## config.mk

```make
export PLATFORM = sky130hd
export DESIGN_NAME = msg_signaler
export DESIGN_NICKNAME = d
export VERILOG_FILES = /design/src/rtl/msg_signaler_pkg.sv /design/src/rtl/msg_seq_fsm.sv /design/src/rtl/msg_byte_ctr.sv /design/src/rtl/msg_status.sv /design/src/rtl/msg_signaler.sv
export SDC_FILE = /design/constraint.sdc
export NUM_CORES = 1
export LEC_CHECK = 0
export CORE_UTILIZATION = 42
export DETAILED_ROUTE_END_ITERATION = 6
export GPL_ROUTABILITY_DRIVEN = 0
export PLACE_DENSITY = 0.79
export SLEW_MARGIN = 20
export SYNTH_ARGS = -nofsm -noshare
export SYNTH_HDL_FRONTEND = slang
export SYNTH_SLANG_ARGS = --single-unit
```

## constraint.sdc

```tcl
create_clock -name clk -period 1.7 [get_ports clk]
set_input_delay 0.255 -clock clk [delete_from_list [all_inputs] [get_ports clk]]
set_output_delay 0.255 -clock clk [all_outputs]
set_load 0.05 [all_outputs]
```

## src/rtl/msg_signaler_pkg.sv

```systemverilog
package msg_signaler_pkg;

    typedef enum logic [1:0] {
        ST_IDLE  = 2'd0,
        ST_START = 2'd1,
        ST_SEND  = 2'd2,
        ST_END   = 2'd3
    } msg_state_e;

endpackage

```

## src/rtl/msg_seq_fsm.sv

```systemverilog
module msg_seq_fsm
    import msg_signaler_pkg::*;
(
    input  logic       clk,
    input  logic       rst_n,
    input  logic       arm_set,
    input  logic       len_zero,
    input  logic       last_byte,
    output msg_state_e state_q,
    output msg_state_e state_d
);

    always_comb begin
        state_d = state_q;
        unique case (state_q)
            ST_IDLE:  if (arm_set) state_d = ST_START;
            ST_START: state_d = len_zero ? ST_END : ST_SEND;
            ST_SEND:  if (last_byte) state_d = ST_END;
            ST_END:   state_d = ST_IDLE;
        endcase
    end

    always_ff @(posedge clk or negedge rst_n) begin
        if (!rst_n) state_q <= ST_IDLE;
        else        state_q <= state_d;
    end

endmodule

```

## src/rtl/msg_byte_ctr.sv

```systemverilog
module msg_byte_ctr #(
    parameter int ADDR_W = 6,
    parameter int CNT_W  = ADDR_W + 1
) (
    input  logic              clk,
    input  logic              rst_n,
    input  logic              accept,
    input  logic              load_byte,
    input  logic [CNT_W-1:0]  byte_count,
    output logic [ADDR_W-1:0] rd_addr,
    output logic              len_zero,
    output logic              last_byte
);

    logic [CNT_W-1:0] len_q;
    logic [CNT_W-1:0] sent_q;

    always_ff @(posedge clk or negedge rst_n) begin
        if (!rst_n) begin
            len_q  <= '0;
            sent_q <= '0;
        end else if (accept) begin
            len_q  <= byte_count;
            sent_q <= '0;
        end else if (load_byte) begin
            sent_q <= sent_q + 1'b1;
        end
    end

    assign rd_addr   = sent_q[ADDR_W-1:0];
    assign len_zero  = (len_q == '0);
    assign last_byte = (sent_q == len_q);

endmodule

```

## src/rtl/msg_status.sv

```systemverilog
module msg_status (
    input  logic clk,
    input  logic rst_n,
    input  logic accept,
    input  logic finish,
    input  logic irq_clear,
    output logic run_q,
    output logic empty_q,
    output logic irq_q
);

    always_ff @(posedge clk or negedge rst_n) begin
        if (!rst_n) begin
            run_q   <= 1'b0;
            empty_q <= 1'b1;
            irq_q   <= 1'b0;
        end else begin
            if (accept) begin
                run_q   <= 1'b1;
                empty_q <= 1'b0;
            end else if (finish) begin
                run_q   <= 1'b0;
                empty_q <= 1'b1;
            end
            if (finish)         irq_q <= 1'b1;
            else if (irq_clear) irq_q <= 1'b0;
        end
    end

endmodule

```

## src/rtl/msg_signaler.sv

```systemverilog
module msg_signaler
    import msg_signaler_pkg::*;
#(
    parameter int DATA_W = 8,
    parameter int ADDR_W = 6,
    parameter int CNT_W  = ADDR_W + 1
) (
    input  logic              clk,
    input  logic              rst_n,
    input  logic              arm_set,
    input  logic              irq_clear,
    input  logic [CNT_W-1:0]  byte_count,
    output logic [ADDR_W-1:0] buf_rd_addr,
    input  logic [DATA_W-1:0] buf_rd_data,
    output logic [DATA_W-1:0] tx_data,
    output logic              start_mark,
    output logic              end_mark,
    output logic              run_active,
    output logic              buf_empty,
    output logic              irq
);

    msg_state_e state_q;
    msg_state_e state_d;
    logic       len_zero;
    logic       last_byte;
    logic       accept;
    logic       load_byte;
    logic       finish;
    logic [DATA_W-1:0] tx_q;

    assign accept    = (state_q == ST_IDLE) && arm_set;
    assign load_byte = (state_d == ST_SEND);
    assign finish    = (state_d == ST_END);

    msg_seq_fsm u_fsm (
        .clk       (clk),
        .rst_n     (rst_n),
        .arm_set   (arm_set),
        .len_zero  (len_zero),
        .last_byte (last_byte),
        .state_q   (state_q),
        .state_d   (state_d)
    );

    msg_byte_ctr #(
        .ADDR_W (ADDR_W),
        .CNT_W  (CNT_W)
    ) u_ctr (
        .clk        (clk),
        .rst_n      (rst_n),
        .accept     (accept),
        .load_byte  (load_byte),
        .byte_count (byte_count),
        .rd_addr    (buf_rd_addr),
        .len_zero   (len_zero),
        .last_byte  (last_byte)
    );

    msg_status u_status (
        .clk       (clk),
        .rst_n     (rst_n),
        .accept    (accept),
        .finish    (finish),
        .irq_clear (irq_clear),
        .run_q     (run_active),
        .empty_q   (buf_empty),
        .irq_q     (irq)
    );

    // data register: holds a byte only while sending
    always_ff @(posedge clk or negedge rst_n) begin
        if (!rst_n)         tx_q <= '0;
        else if (load_byte) tx_q <= buf_rd_data;
        else                tx_q <= '0;
    end

    // output decode
    always_comb begin
        start_mark = 1'b0;
        end_mark   = 1'b0;
        unique case (state_q)
            ST_IDLE:  ;
            ST_START: start_mark = 1'b1;
            ST_SEND:  ;
            ST_END:   end_mark = 1'b1;
        endcase
        tx_data = tx_q;
    end

endmodule

```

==> summary.md, run 1 <==
| Metric | Value |
|---|---|
| Largest net degree at the start of global routing | `28` |
| Total grt overflow | `0` |
| Crit path required time | `1.95 ns` |
| WS Path Type | `flip-flop to flip-flop` |
| DR vias | `1,109` |
| Clk slew on worst S/H paths | `0.14 ns` |
| EDFF count, synth | `0` |
| Top cells by area, synth | `dfrtp_1 48%, mux2_2 5.8%, ha_1 5.5%` |
| Initial Util | `44.34%` |
| NetSw | `1.925 mW` |
| Worst slack, placed | `-0.1596 ns` |
| Crit Path Max Fanout | `5` |
| Syn Area/Cell | `11.77 um2` |
| CP max-delay cell | `dfrtp_2` |
| Ant. Diodes | `0` |
| Top-area cell type share of the netlist area | `48.06%` |
| Initial antenna violation count | `0` |
| CTS tree | `built` |
| Die width | `58.78 um` |
| Sw Ratio | `44.19%` |
| Tightest Hold Check Type | `primary input to asynchronous set/reset pin` |
| Final #Nets | `207` |
| Area growth syn-to-layout | `54.90%` |
| Routed Wire Length | `3.256 mm` |
| Count of pins over their slew limit | `0` |
| Dpl hpwl | `2.262 mm` |
| Maximum clock frequency | `525.2 MHz` |
| Pwr/cell area | `2078 nW/um2` |
| Global-route wire length before repair | `5.119 mm` |
| Hold_buf cts | `0` |
| Worst r2r src | `u_fsm.state_q[0]$_DFF_PN0_` |
| Register area share after synthesis | `50.00%` |
| H-tree levels | `1` |
| Number of I/O pins | `38` |
| Fin crit share | `112.0%` |
| Mapped Area | `1354 um2` |
| Status | `finished with violations` |
| Util after Layout | `68.69%` |
| Vias per cell | `4.929` |
| Detail Route Antenna Nets | `0` |
| DRC viols | `0` |
| Hold Vio Cnt, Final | `0` |
| Fin Hold WS | `0.2819 ns` |
| Worst-skew pair later-pin latency | `0.32 ns` |
| Total CTS buffers | `3` |
| Final WS setup | `-0.2040 ns` |
| Peak supply drop | `1.224 mV` |
| Core footprint | `3053 um2` |
| Startpoint Class | `flip-flop` |
| Die area | `3455 um2` |
| Failing checks | `negative setup slack` |
| Library cells used by synthesis | `29` |
| Fin crit period | `1.904 ns` |
| CP Buf/Inv Count | `1` |
| Clock Skew | `0.006123 ns` |
| Worst-path cell chain | `ha_4, nor4b_4, a211oi_4, o41ai_4, buf_2, a2111o_1, o21ai_1` |
| Setup slack, reg-to-reg | `-0.20 ns` |
| Post-synth net total | `140` |
| Max cap viols | `0` |
| Leak | `0.9727 nW` |
| Sink Count | `27` |
| Element type at the critical path end | `flip-flop` |
| Proportion of layout cells with a drive suffix above 1 | `46.96%` |
| Max-slew headroom | `69.95%` |
| Die height | `58.78 um` |
| Top_reg_cell synth | `dfrtp_1` |
| WP data arrival | `2.16 ns` |
| Clk root buf | `clkbuf_4` |
| # port buffers | `37` |
| Finish-stage setup viols | `19` |
| Yosys warnings | `0` |
| Placement Rows | `20` |
| Routed len/inst | `14.47 um` |
| Vias in the first global route | `1,146` |
| Reg2reg end | `u_ctr.sent_q[3]$_DFFE_PN0P_` |
| DRT iter0 DRCs | `28` |
| Comb pwr share | `68.7%` |
| Leading area contributor after synthesis | `dfrtp_1` |
| Slowest stage delay, CP | `0.47 ns` |
| Top cells by count, synth | `26 x dfrtp_1, 11 x and2_1, 9 x nand2_1` |
| Sequential share of power | `25.0%` |
| Seq cells post-synth | `27` |
| Total track usage | `19.95%` |
| Mapped Cells | `115` |
| Worst R2R Path Depth | `7` |
| Worst-Margin Slew | `0.4493 ns` |
| Delay-heaviest family, CP | `compound AO/OA/AOI/OAI gates` |
| Asr flop ratio synth | `100.0%` |
| DRT Pass-1 Iters | `6` |
| Clock Power Share | `6.3%` |
| RSZ-0062 raised after global routing | `yes` |
| Pint | `2.431 mW` |
| Worst-case clock buffer depth | `2` |
| Most common cell in the netlist | `dfrtp_1` |
## per-layer routing
layer | track usage, % | vias up | share of wire [%]
met3 | 4.176 | 4 | 7.2
met1 | 23.90 | 532 | 38
li1 | - | 523 | -
met4 | 6.122 | 0 | 0.80
met2 | 35.71 | 50 | 54
met5 | 0 | - | 0
## repair_timing
action | 4_1_cts | 5_1_grt
gates cloned | 0 | 1
setup buffers | 6 | 5
pin swaps | 6 | 15
setup endpoints to repair | 25 | 26
hold endpoints to repair | 0 | 0
resized for setup | 3 | 24
## layout make-up
| cell class | count | area (um2) |
|---|---|---|
| Timing Repair Buffer | 69 | 604.3 |
| Inverter | 3 | 11.26 |
| Sequential cell | 27 | 678.2 |
| Tap cell | 44 | 55.05 |
| Fill cell | 249 | 955.9 |
| Multi-Input combinational cell | 78 | 721.9 |
| Clock buffer | 4 | 26.28 |
## kinds of logic after synthesis
kind of cell	synth area share, %
mux	9.520
xor+xnor	4.529
simple gates	13.96
buf+inv	4.713
compound gates	11.74
flops	50.00
fa+ha+maj	5.545
## layout by cell type (no fill, tap or decap), types with 2 or more instances in the layout
master	synthesis	routed
inv_2	0	2
nand4_1	3	3
ha_1	6	4
xor2_1	3	3
buf_4	6	43
a211oi_4	0	2
nand2_1	9	9
mux2_2	7	7
a2111o_1	2	2
o21ai_1	0	2
and2_1	11	2
xnor2_1	4	4
and2_4	0	9
nor2_1	3	3
a31oi_1	2	2
buf_12	0	2
buf_6	0	5
a21oi_4	1	3
mux2i_1	5	5
nand3_1	2	2
nand2b_1	4	4
clkdlybuf4s50_1	0	18
dfrtp_1	26	25
clkbuf_4	0	3
a21oi_1	4	2
## flip-flops by register name, indices dropped and copies added, names as in the netlist
name and count:
u_status.empty_q 1, tx_data 8, u_ctr.sent_q 7, u_status.irq_q 1
u_ctr.len_q 7, u_fsm.state_q 2, u_status.run_q 1
## per-stage QoR
step	area [um2]	instances	power, mW	TNS (ns)
floorplan	1386	115	2.638	-1.117
global placement	1902	210	3.394	-0.4990
detailed placement	1902	210	3.472	-1.880
CTS	1973	220	3.915	-2.761
global route	2097	225	4.621	-3.938
finish	2097	225	4.357	-2.678
## power groups by stage
stage | Sequential, mW | Clock, mW | Combinational, mW
3_5_place_dp | 1.09 | 0 | 2.38
3_3_place_gp | 1.09 | 0 | 2.31
2_1_floorplan | 1.42 | 0 | 1.21
4_1_cts | 1.08 | 0.286 | 2.55
6_report | 1.09 | 0.274 | 2.99
5_1_grt | 1.11 | 0.313 | 3.19
## worst max-delay path by stage
stage | startpoint | to | slack (ns) | cells past startpoint
after floorplan | u_fsm.state_q[0]$_DFF_PN0_ | u_ctr.sent_q[3]$_DFFE_PN0P_ | -0.13 | 6
after global placement | u_fsm.state_q[0]$_DFF_PN0_ | u_ctr.sent_q[0]$_DFFE_PN0P_ | -0.05 | 6
after detailed placement | u_fsm.state_q[0]$_DFF_PN0_ | u_ctr.sent_q[1]$_DFFE_PN0P_ | -0.16 | 6
after CTS | u_fsm.state_q[0]$_DFF_PN0_ | u_ctr.sent_q[3]$_DFFE_PN0P_ | -0.17 | 7
after global routing | u_fsm.state_q[0]$_DFF_PN0_ | u_ctr.sent_q[3]$_DFFE_PN0P_ | -0.27 | 7
final | u_fsm.state_q[0]$_DFF_PN0_ | u_ctr.sent_q[3]$_DFFE_PN0P_ | -0.20 | 7
Note: power is estimated with default switching activity, not from simulation.
==> inputs of run 2 (changes only) <==
--- a/config.mk
+++ b/config.mk
@@ -8,6 +8,7 @@
 export CORE_UTILIZATION = 42
 export DETAILED_ROUTE_END_ITERATION = 6
 export GPL_ROUTABILITY_DRIVEN = 0
+export MAX_ROUTING_LAYER = met4
 export PLACE_DENSITY = 0.79
 export SLEW_MARGIN = 20
 export SYNTH_ARGS = -nofsm -noshare
==> run 2 against run 1 <==
- the run still ends with negative setup slack left
- register-to-register slack about the same
- sequential cell count unchanged
- die area unchanged
- maximum frequency about the same
- sequential power about the same
- utilization unchanged
- clock skew decreased by 0.00080 ns
- critical path depth unchanged
- clock power about the same
- hold slack improved by 0.0010 ns
- highest routed layer unchanged
==> summary.md, run 2 (synthesis results as in run 1) <==
| Metric | Value |
|---|---|
| Max-slew headroom | `70.01%` |
| Worst-path cell chain | `ha_4, nor4b_4, a211oi_4, o41ai_4, buf_2, a2111o_1, o21ai_1` |
| Routed len/inst | `14.50 um` |
| Pwr/cell area | `2076 nW/um2` |
| Crit Path Max Fanout | `5` |
| Util after Layout | `68.69%` |
| Die height | `58.78 um` |
| Max cap viols | `0` |
| Area growth syn-to-layout | `54.90%` |
| Post-route insts no fill | `225` |
| Design Power | `4.354 mW` |
| Number of I/O pins | `38` |
| Placement Rows | `20` |
| Proportion of layout cells with a drive suffix above 1 | `46.96%` |
| Total track usage | `20.56%` |
| Failing checks | `negative setup slack` |
| RSZ-0062 raised after global routing | `yes` |
| H-tree levels | `1` |
| Initial Util | `44.34%` |
| Peak supply drop | `1.222 mV` |
| Total grt overflow | `0` |
| Die area | `3455 um2` |
| Ant. Diodes | `0` |
| Delay-heaviest family, CP | `compound AO/OA/AOI/OAI gates` |
| Fin crit period | `1.906 ns` |
| DRC viols | `0` |
| Setup slack, reg-to-reg | `-0.21 ns` |
| WS Path Type | `flip-flop to flip-flop` |
| Clock Skew | `0.005319 ns` |
| Final WS setup | `-0.2057 ns` |
| Most frequent cells in the layout | `43 x buf_4, 25 x dfrtp_1, 18 x clkdlybuf4s50_1` |
| Core footprint | `3053 um2` |
| CTS tree | `built` |
| DRT iter0 DRCs | `37` |
| Leak | `0.9727 nW` |
| Worst slack, placed | `-0.1596 ns` |
| Cells after DPL | `210` |
| Post-route setup TNS | `-2.667 ns` |
| Fin Hold WS | `0.2830 ns` |
| Global-route wire length before repair | `5.119 mm` |
| Maximum clock frequency | `524.7 MHz` |
| Startpoint Class | `flip-flop` |
| Element type at the critical path end | `flip-flop` |
| DP Area | `1902 um2` |
| Largest net degree at the start of global routing | `28` |
| Vias in the first global route | `1,149` |
| Count of pins over their slew limit | `0` |
| Total CTS buffers | `3` |
| Dpl hpwl | `2.262 mm` |
| Initial antenna violation count | `0` |
| Number of flip-flops in the largest register | `8` |
| Clk slew on worst S/H paths | `0.14 ns` |
| DRT Pass-1 Iters | `4` |
| Final instance area | `2097 um2` |
| Routed Wire Length | `3.262 mm` |
| Final #Nets | `207` |
| Finish-stage setup viols | `19` |
| Worst-Margin Slew | `0.4483 ns` |
| CP max-delay cell | `dfrtp_2` |
| Clk root buf | `clkbuf_4` |
| Sink Count | `27` |
| Worst-case clock buffer depth | `2` |
| Commonest non-fill, non-tap cell in the layout | `buf_4` |
| Tightest Hold Check Type | `primary input to asynchronous set/reset pin` |
| CP Buf/Inv Count | `1` |
| Die width | `58.78 um` |
| Fin crit share | `112.1%` |
| Hold Vio Cnt, Final | `0` |
| DR vias | `1,119` |
| Vias per cell | `4.973` |
| Status | `finished with violations` |
| WP data arrival | `2.16 ns` |
| # port buffers | `37` |
| Detail Route Antenna Nets | `0` |
| Worst-skew pair later-pin latency | `0.32 ns` |
| Slowest stage delay, CP | `0.47 ns` |
| Crit path required time | `1.95 ns` |
==> run 2: worst paths after layout <==
path	startpoint	endpoint	cells past startpoint
hold reg to reg	u_status.irq_q$_DFFE_PN0P_	u_status.irq_q$_DFFE_PN0P_	1
min in group clk	buf_rd_data[7]	tx_data[7]$_DFF_PN0_	2
hold / removal	rst_n	u_fsm.state_q[1]$_DFF_PN0_	2
setup reg to reg	u_fsm.state_q[0]$_DFF_PN0_	u_ctr.sent_q[3]$_DFFE_PN0P_	7
max in group asynchronous	rst_n	u_status.empty_q$_DFFE_PN1P_	2
setup / recovery	u_fsm.state_q[0]$_DFF_PN0_	u_ctr.sent_q[3]$_DFFE_PN0P_	7
==> run 2: power breakdown <==
part / switching (mW) / total [mW] / internal (mW)
Clock: 0.182 / 0.274 / 0.0918
Sequential: 0.188 / 1.09 / 0.899
Combinational: 1.55 / 2.99 / 1.44
Total: 1.92 / 4.35 / 2.43
==> run 2: repair_timing <==
action                                  4_1_cts  5_1_grt
endpoints found under the setup margin       25       26
resized for setup                             3       24
endpoints found under the hold margin         0        0
gates cloned                                  0        1
pin swaps                                     6       15
buffers inserted                              6        5
hold buffers                                  0        0
==> run 2: final cells by class <==
| class | instances | area, um2 |
|---|---|---|
| Tap cell | 44 | 55.05 |
| Multi-Input combinational cell | 78 | 721.9 |
| Inverter | 3 | 11.26 |
| Fill cell | 249 | 955.9 |
| Clock buffer | 4 | 26.28 |
| Timing Repair Buffer | 69 | 604.3 |
| Sequential cell | 27 | 678.2 |
==> run 2: per-layer routing <==
| layer | track usage [%] | routed length (um) | vias up |
|---|---|---|---|
| li1 | - | - | 523 |
| met3 | 2.637 | 187 | 6 |
| met5 | - | 0 | - |
| met1 | 24.89 | 1297 | 538 |
| met4 | 6.122 | 31 | 0 |
| met2 | 35.71 | 1746 | 52 |
